===== config.mk =====
export PLATFORM = sky130hd
export DESIGN_NAME = qhs_responder
export DESIGN_NICKNAME = d
export VERILOG_FILES = /design/src/rtl/qhs_pkg.sv /design/src/rtl/qhs_sync.sv /design/src/rtl/qhs_fsm.sv /design/src/rtl/qhs_hint.sv /design/src/rtl/qhs_responder.sv
export SDC_FILE = /design/constraint.sdc
export NUM_CORES = 1
export LEC_CHECK = 0
export ABC_AREA = 1
export BUFFER_PORTS_ARGS = -buffer_cell sky130_fd_sc_hd__buf_2
export CORE_AREA = 2 2 39 41
export CTS_BUF_LIST = sky130_fd_sc_hd__clkbuf_4 sky130_fd_sc_hd__clkbuf_8 sky130_fd_sc_hd__clkbuf_16
export CTS_CLUSTER_SIZE = 20
export DETAILED_ROUTE_END_ITERATION = 10
export DIE_AREA = 0 0 41 43
export PLACE_DENSITY = 0.4
export SLEW_MARGIN = 5
export SYNTH_ARGS = -nofsm -noshare
export SYNTH_HDL_FRONTEND = slang
export SYNTH_SLANG_ARGS = --single-unit

===== constraint.sdc =====
create_clock -name clk -period 2.38 [get_ports clk]
set_input_delay 0.357 -clock clk [delete_from_list [all_inputs] [get_ports clk]]
set_output_delay 0.357 -clock clk [all_outputs]
set_load 0.03 [all_outputs]

===== src/rtl/qhs_pkg.sv =====
package qhs_pkg;
  typedef enum logic [1:0] {
    ST_RUN     = 2'd0,
    ST_QUIET   = 2'd1,
    ST_REFUSED = 2'd2
  } qhs_state_e;
endpackage


===== src/rtl/qhs_sync.sv =====
module qhs_sync #(
  parameter int STAGES    = 2,
  parameter bit RESET_VAL = 1'b1
) (
  input  logic clk,
  input  logic rst_n,
  input  logic d_i,
  output logic q_o
);
  logic [STAGES-1:0] chain_q;

  genvar g;
  generate
    for (g = 0; g < STAGES; g++) begin : g_stage
      if (g == 0) begin : g_first
        always_ff @(posedge clk or negedge rst_n) begin
          if (!rst_n) chain_q[0] <= RESET_VAL;
          else        chain_q[0] <= d_i;
        end
      end else begin : g_next
        always_ff @(posedge clk or negedge rst_n) begin
          if (!rst_n) chain_q[g] <= RESET_VAL;
          else        chain_q[g] <= chain_q[g-1];
        end
      end
    end
  endgenerate

  assign q_o = chain_q[STAGES-1];
endmodule


===== src/rtl/qhs_fsm.sv =====
module qhs_fsm
  import qhs_pkg::*;
(
  input  logic       clk,
  input  logic       rst_n,
  input  logic       req_s_n,
  input  logic       grant_ok,
  output qhs_state_e state_o,
  output logic       accept_n_o,
  output logic       deny_o
);
  qhs_state_e state_q, state_d;

  always_comb begin
    state_d = state_q;
    unique case (state_q)
      ST_RUN: begin
        if (!req_s_n) state_d = grant_ok ? ST_QUIET : ST_REFUSED;
      end
      ST_QUIET, ST_REFUSED: begin
        if (req_s_n) state_d = ST_RUN;
      end
      default: state_d = ST_RUN;
    endcase
  end

  always_ff @(posedge clk or negedge rst_n) begin
    if (!rst_n) state_q <= ST_RUN;
    else        state_q <= state_d;
  end

  assign state_o    = state_q;
  assign accept_n_o = (state_q != ST_QUIET);
  assign deny_o     = (state_q == ST_REFUSED);
endmodule


===== src/rtl/qhs_hint.sv =====
module qhs_hint (
  input  logic clk,
  input  logic rst_n,
  input  logic quiet_i,
  input  logic wfi_i,
  input  logic wfe_i,
  input  logic wake_i,
  output logic active_o
);
  logic hint_d, hint_q;

  always_comb begin
    if (quiet_i) hint_d = wake_i | ~wfi_i;
    else         hint_d = ~(wfi_i | wfe_i);
  end

  always_ff @(posedge clk or negedge rst_n) begin
    if (!rst_n) hint_q <= 1'b1;
    else        hint_q <= hint_d;
  end

  assign active_o = hint_q;
endmodule


===== src/rtl/qhs_responder.sv =====
module qhs_responder
  import qhs_pkg::*;
#(
  parameter int SYNC_STAGES = 2
) (
  input  logic clk,
  input  logic rst_n,
  input  logic req_n_i,
  input  logic wfi_i,
  input  logic wfe_i,
  input  logic wake_i,
  output logic accept_n_o,
  output logic deny_o,
  output logic active_o
);
  logic       req_sync;
  logic       grant_ok;
  qhs_state_e state;

  qhs_sync #(.STAGES(SYNC_STAGES), .RESET_VAL(1'b1)) u_sync (
    .clk   (clk),
    .rst_n (rst_n),
    .d_i   (req_n_i),
    .q_o   (req_sync)
  );

  assign grant_ok = wfi_i & ~wake_i;

  qhs_fsm u_fsm (
    .clk        (clk),
    .rst_n      (rst_n),
    .req_s_n    (req_sync),
    .grant_ok   (grant_ok),
    .state_o    (state),
    .accept_n_o (accept_n_o),
    .deny_o     (deny_o)
  );

  qhs_hint u_hint (
    .clk      (clk),
    .rst_n    (rst_n),
    .quiet_i  (state == ST_QUIET),
    .wfi_i    (wfi_i),
    .wfe_i    (wfe_i),
    .wake_i   (wake_i),
    .active_o (active_o)
  );
endmodule


==> results of run 1 <==
[metal layers]
layer / wire length, µm / share of wire, %
met5: 0 / 0
met4: 0 / 0
met3: 26 / 6.5
met2: 200 / 50
met1: 173 / 43
[metrics by stage]
step	total power, W	setup WS (ns)	cells	hold slack, ns
after floorplan	0.000244	1.25	29	0.0614
after CTS	0.000396	0.917	58	0.207
after global routing	0.000427	0.838	58	0.205
after global placement	0.000282	1.20	53	0.177
after detailed placement	0.000282	1.18	53	0.174
final	0.000384	0.938	58	0.220
[worst paths after layout]
check / slack (ns) / end / depth (start not counted)
max: 0.94 / accept_n_o / 4
min: 0.22 / u_sync.chain_q[0] / 1
max reg2reg: 1.27 / u_fsm.state_o[0] / 7
min reg2reg: 0.35 / u_sync.q_o / 0
max in group asynchronous: 1.72 / u_hint.active_o / 2
min in group asynchronous: 0.45 / u_fsm.state_o[0] / 2
[synthesized netlist by cell type, drive strengths merged]
library cell	number
dfrtp	2
ha	3
o21ai	1
a21oi	1
nand3	2
dfstp	3
inv	7
nand2	9
nor2	1
[final cells by class]
cell class | count | area, µm²
clock buffer | 4 | 30.0
fill | 157 | 1030
inverter | 7 | 26.3
multi-input combinational | 17 | 97.6
timing repair buffer | 9 | 50.0
tap | 16 | 20.0
sequential | 5 | 129
[kinds of logic (layout without fill, tap and decap cells)]
family | count (synthesis) | count (layout) | share of synthesized area (%)
and+or+nand+nor | 12 | 12 | 19.8
buffers and inverters | 7 | 20 | 10.4
adders and majority gates | 3 | 3 | 14.9
DFF | 5 | 5 | 51.0
AOI/OAI and AO/OA | 2 | 2 | 3.96
[sequential cells by signal, summed over array words and instances (netlist names)]
| register | flops |
|---|---|
| u_hint.active_o | 1 |
| u_sync.chain_q | 1 |
| u_sync.q_o | 1 |
| u_fsm.state_o | 2 |
[timing repair]
item                                   4_1_cts  5_1_grt
hold buffers                                 1        0
endpoints found under the hold margin        2        0
gates resized for setup                      0        0
setup buffers                                0        0
[power groups by stage]
stage | clock, W | sequential, W | combinational, W
CTS | 0.000113 | 0.000119 | 0.000164
global placement | 0 | 0.000120 | 0.000162
floorplan | 0 | 0.000125 | 0.000119
finish | 0.000106 | 0.000119 | 0.000159
global route | 0.000117 | 0.000122 | 0.000188
detailed placement | 0 | 0.000121 | 0.000162
[cell usage in the layout, fill, tap and decap left out]
| cell type | count |
|---|---|
| nand2_2 | 1 |
| inv_2 | 1 |
| dfstp_2 | 3 |
| inv_1 | 6 |
| a21oi_1 | 1 |
| ha_1 | 3 |
| nand3_1 | 2 |
| buf_2 | 8 |
| dlygate4sd3_1 | 1 |
| nand2_1 | 8 |
| nor2_1 | 1 |
| dfrtp_1 | 2 |
| clkbuf_4 | 4 |
| o21ai_0 | 1 |
==> impl_metrics.ini, run 1 <==
[die]
chipHeight_um = 43
placement_rows = 14
io_pins = 9
floorplan.die.width_um = 41
start_util_pct = 18.3
placeableCoreArea_um2 = 1380
fp.dieArea_um2 = 1760

[setup_path]
worstSetupStartpoint = u_fsm.state_o[1]
category_of_the_worst_setup_path_capture_point = output port
req_time_crit_path_ns = 2.02
critPathSlowestCell = dfrtp_1
worst-endpoint-arrival_ns = 1.08
critical-path-top-delay-family = flip-flops
cpPeakStageDelay_ns = 0.36
timing.critical_path.cells = inv_1, ha_1, inv_1, buf_2
worst-path-buf-inv = 3
timing.setup.critical_path_class = reg2out
start_kind = register
critical_path.max_fanout = 3
cpMostUsedCell = inv_1
launch_point_of_the_worst_reg_to_reg_path = u_fsm.state_o[0]

[grt]
grt_pass1_vias = 191
number_of_antenna_violations_at_the_first_check_in_global_routing = 0
grt_max_degree = 6
grt_overflow = 0
track_usage_pct = 5.65
grt_busiest_layer = met2
grt_use_met1_pct = 6.54
grt_util_met2_pct = 8.44
groute.layer.met3.usage_pct = 1.57
first_pass_grt_wire_length_um = 648

[cells_and_area]
fin_nets = 52
utilization_after_layout_pct = 25.5
finalInstanceArea_um2 = 353
flow.area_growth_from_synthesis_pct = 39.6
n_antenna_cell = 0
final_layout_size_suffix_gt1_share_pct = 40.5

[yosys]
avgSynthCellArea_um2 = 8.72
synthCells = 29
yosysSeqAreaShare_pct = 51.0
syn-cell-area_um2 = 253
yosys_cell_types = 11
yosys_warnings = 0
post-synth-top-area-fraction_pct = 31.2
ys_ff_latch = 5
synth_area_leaders = dfstp_2 (31%), dfrtp_1 (20%), ha_1 (15%), nand2_1 (12%), inv_1 (8.9%)
post-synth-top-area-cell = dfstp_2
postSynthNetCount = 38

[route]
routed_via_density = 3.57
drt.antenna.violating_nets = 0
routed_wirelength_um = 400
drc = 0
num_vias = 207
drt-initial-drc-count = 2
detail_route.wl_per_cell_um = 6.90
drt_first_pass_iters = 2

[sta]
max_slew_margin_pct = 88.6
rsz0062_at_grt = no
timing.clock.skew_ns = 0.00127
fmax_mhz = 694
total_negative_slack_for_setup_checks_ns = 0
worst-slew-pin-transition_ns = 0.169
post-route-period-util_pct = 60.6
period_minus_slack_ns = 1.44
final_hold_viol_count = 0
finalMaxSlewViolations = 0
setup_viol = 0

[power]
intPower_w = 0.000236
power_switching_share_pct = 38.6
vdd_drop_max_mv = 0.280
clock_power_share_pct = 27.7
combinationalPowerShare_pct = 41.3
power_leakage_nw = 0.193
switching_power_w = 0.000148
power_per_cell_area_nw_per_um2 = 1090
part_of_the_power_in_registers_pct = 31.0

[placement]
detailed_place.area_um2 = 313
globalplace.congestion = 0.611
numPortBuffers = 8
detailed_placement_hpwl_um = 345

[clock_tree]
root_buffer = clkbuf_4
clock_path_buffers = 2
worst_setup_hold_path_clk_slew_ns = 0.04
cts_tree = built
clkLatencyLatePin_ns = 0.23
htreeDepth = 1
clkSinkCount = 5
cts-buffers-inserted = 3

[flow_run]
drv_cap = 0

[status]
status = finished, final reports clean

[min_path]
hold_path_startpoint = req_n_i
worstHoldPathType = in2reg
Note: power is estimated with default switching activity, not from simulation.
==> run 2, diff against run 1 <==
--- a/config.mk
+++ b/config.mk
@@ -5,14 +5,14 @@
 export SDC_FILE = /design/constraint.sdc
 export NUM_CORES = 1
 export LEC_CHECK = 0
-export ABC_AREA = 1
+export ABC_AREA = 0
 export BUFFER_PORTS_ARGS = -buffer_cell sky130_fd_sc_hd__buf_2
 export CORE_AREA = 2 2 39 41
 export CTS_BUF_LIST = sky130_fd_sc_hd__clkbuf_4 sky130_fd_sc_hd__clkbuf_8 sky130_fd_sc_hd__clkbuf_16
 export CTS_CLUSTER_SIZE = 20
 export DETAILED_ROUTE_END_ITERATION = 10
 export DIE_AREA = 0 0 41 43
-export PLACE_DENSITY = 0.4
+export PLACE_DENSITY = 0.39
 export SLEW_MARGIN = 5
 export SYNTH_ARGS = -nofsm -noshare
 export SYNTH_HDL_FRONTEND = slang
==> constraint.sdc (replaced) <==
create_clock -name clk -period 1.35 [get_ports clk]
set_input_delay 0.2025 -clock clk [delete_from_list [all_inputs] [get_ports clk]]
set_output_delay 0.2025 -clock clk [all_outputs]
set_load 0.03 [all_outputs]
==> impl_metrics.ini, run 2 <==
[sta]
fmax_mhz = 774
post-route-period-util_pct = 95.8
worst-slew-pin-transition_ns = 0.173
max_slew_margin_pct = 88.5
timing.clock.skew_ns = 0.000817
finalMaxSlewViolations = 0
final_hold_viol_count = 0
rsz0062_at_grt = no
setup_viol = 0
period_minus_slack_ns = 1.29
post-route-worst-setup-slack_ns = 0.0572

[route]
drc = 0
routed_via_density = 3.75
drt.antenna.violating_nets = 0
routed_wirelength_um = 469
detail_route.wl_per_cell_um = 9.20
num_vias = 191
drt_first_pass_iters = 2
drt-initial-drc-count = 1

[clock_tree]
clock_path_buffers = 2
clkSinkCount = 5
cts_tree = built
worst_setup_hold_path_clk_slew_ns = 0.04
cts_post_setup_buffers_inserted = 0
clkLatencyLatePin_ns = 0.23
root_buffer = clkbuf_4
cts-buffers-inserted = 3
htreeDepth = 1

[min_path]
hold_path_cell_cnt = 1
worstHoldPathType = in2reg

[cells_and_area]
instances_no_fill = 51
fin_nets = 45
n_antenna_cell = 0
leading_cell_types_in_the_layout_fill_and_taps_excluded = buf_2 (7), clkbuf_4 (4), inv_2 (3), dfstp_2 (3)
fillers = 152
final_layout_size_suffix_gt1_share_pct = 62.9
largest_register_ffs = 2
final_common_cell = buf_2
flow.area_growth_from_synthesis_pct = 55.1
utilization_after_layout_pct = 27.8

[grt]
grt_max_degree = 6
grt_overflow = 0
first_pass_grt_wire_length_um = 662
number_of_antenna_violations_at_the_first_check_in_global_routing = 0
grt_pass1_vias = 177
track_usage_pct = 5.66

[die]
io_pins = 9
placeableCoreArea_um2 = 1380
start_util_pct = 17.9
placement_rows = 14
floorplan.die.width_um = 41
fp.dieArea_um2 = 1760
chipHeight_um = 43

[yosys]
synth_area_leaders = dfstp_2 (32%), dfrtp_1 (20%), ha_1 (15%), inv_1 (4.5%), mux2_1 (4.5%)
ys_ff_latch = 5
synth-edff-count = 0
yosys_cell_types = 13
synthCells = 21
avgSynthCellArea_um2 = 11.8
yosys_warnings = 0
post-synth-top-area-fraction_pct = 31.8
post-synth-top-area-cell = dfstp_2
yosysSeqAreaShare_pct = 52.0
ranking_of_synthesized_cells_by_instance_count = dfstp_2 (3), ha_1 (3), inv_1 (3), dfrtp_1 (2), nor2_1 (2)
synth_top_flop_cell = dfstp_2
postSynthNetCount = 30
synth_async_sr_flop_share_pct = 100
syn-cell-area_um2 = 248

[placement]
dpl_worst_slack_ns = -0.0221
globalplace.congestion = 0.622
post_place_cells = 46
numPortBuffers = 8

[setup_path]
cpMostUsedCell = buf_6
req_time_crit_path_ns = 1.15
reg2reg_to = u_fsm.state_o[1]
launch_point_of_the_worst_reg_to_reg_path = u_fsm.state_o[1]
critical_path.max_fanout = 3
worst-endpoint-arrival_ns = 1.09
critPathSlowestCell = dfrtp_1
crit_end = accept_n_o
worstSetupStartpoint = u_fsm.state_o[0]
category_of_the_worst_setup_path_capture_point = output port
cpPeakStageDelay_ns = 0.39
r2r_slack_ns = 0.06
worst_r2r_path_depth = 4
timing.setup.critical_path_class = reg2out
start_kind = register
timing.critical_path.cells = buf_6, ha_2, inv_2, buf_6

[flow_run]
drv_cap = 0

[power]
fin_total_pwr_w = 0.000734
vdd_drop_max_mv = 0.631
power_leakage_nw = 0.178
power_per_cell_area_nw_per_um2 = 1910

[status]
status = finished, final reports clean
[run 2: cell count changes in the layout (fill, tap and decap cells not counted), moves of 2 or more]
cell | previous run | this run
nand3_1 | 2 | 0
ha_1 | 3 | 1
inv_1 | 6 | 0
inv_2 | 1 | 3
nand2_1 | 8 | 1
buf_6 | 0 | 2
[run 2: area by class of cell]
type / count / area (µm²) / area share (%)
flip-flops and latches: 5 / 129 / 33.6
multi-input cells: 13 / 126 / 32.9
repair buffers: 10 / 67.6 / 17.6
clock buffers: 4 / 30.0 / 7.82
well taps: 16 / 20.0 / 5.21
inverters: 3 / 11.3 / 2.93
[run 2: logic make-up (layout without fill, tap and decap cells)]
logic type | Yosys count | after routing | synth area share, %
fa+ha+maj | 3 | 3 | 15.2
flops | 5 | 5 | 52.0
buf+inv | 3 | 17 | 4.55
mux | 1 | 1 | 4.55
compound gates | 4 | 4 | 12.1
simple gates | 5 | 5 | 11.6
[run 2: worst max-delay path, delay by kind of cell, from the launching register on]
kind	cells	cell delay, ns
flops	1	0.39
buf+inv	3	0.29
fa+ha+maj	1	0.18
[run 2: stage by stage]
step	TNS (ns)	hold slack, ns	area [µm²]
finish	0	0.0648	384
global route	0	0.0549	384
CTS	0	0.0532	374
detailed placement	-0.0221	0.0204	315
global placement	0	0.0189	315
floorplan	0	-0.0931	248
[run 2: what timing repair did]
action | CTS | global route
pin swaps | 0 | 1
endpoints found under the setup margin | 2 | 2
hold endpoints to repair | 5 | 0
resized for setup | 3 | 6
hold buffers | 1 | 0
[run 2: power breakdown]
group          switching (W)  total (W)  internal, W
Clock              0.0000562   0.000188     0.000131
Sequential         0.0000204   0.000209     0.000188
Combinational       0.000167   0.000337     0.000171
[run 2: worst min path at each step]
| stage | endpoint | from | slack, ns |
|---|---|---|---|
| 2_1_floorplan | u_fsm.state_o[0] | rst_n | -0.09 |
| 3_3_place_gp | u_fsm.state_o[0] | rst_n | 0.02 |
| 3_5_place_dp | u_fsm.state_o[1] | rst_n | 0.02 |
| 4_1_cts | u_sync.chain_q[0] | req_n_i | 0.05 |
| 5_1_grt | u_sync.chain_q[0] | req_n_i | 0.05 |
| 6_report | u_sync.chain_q[0] | req_n_i | 0.06 |
[run 2: routing by layer]
layer | part of all wire, % | global-route usage, % | vias to the layer above
met5 | 0 | 0 | -
met2 | 53 | 9.06 | 7
met4 | 0 | 4.00 | 0
met1 | 41 | 5.90 | 86
li1 | - | - | 98
met3 | 6.2 | 1.57 | 0
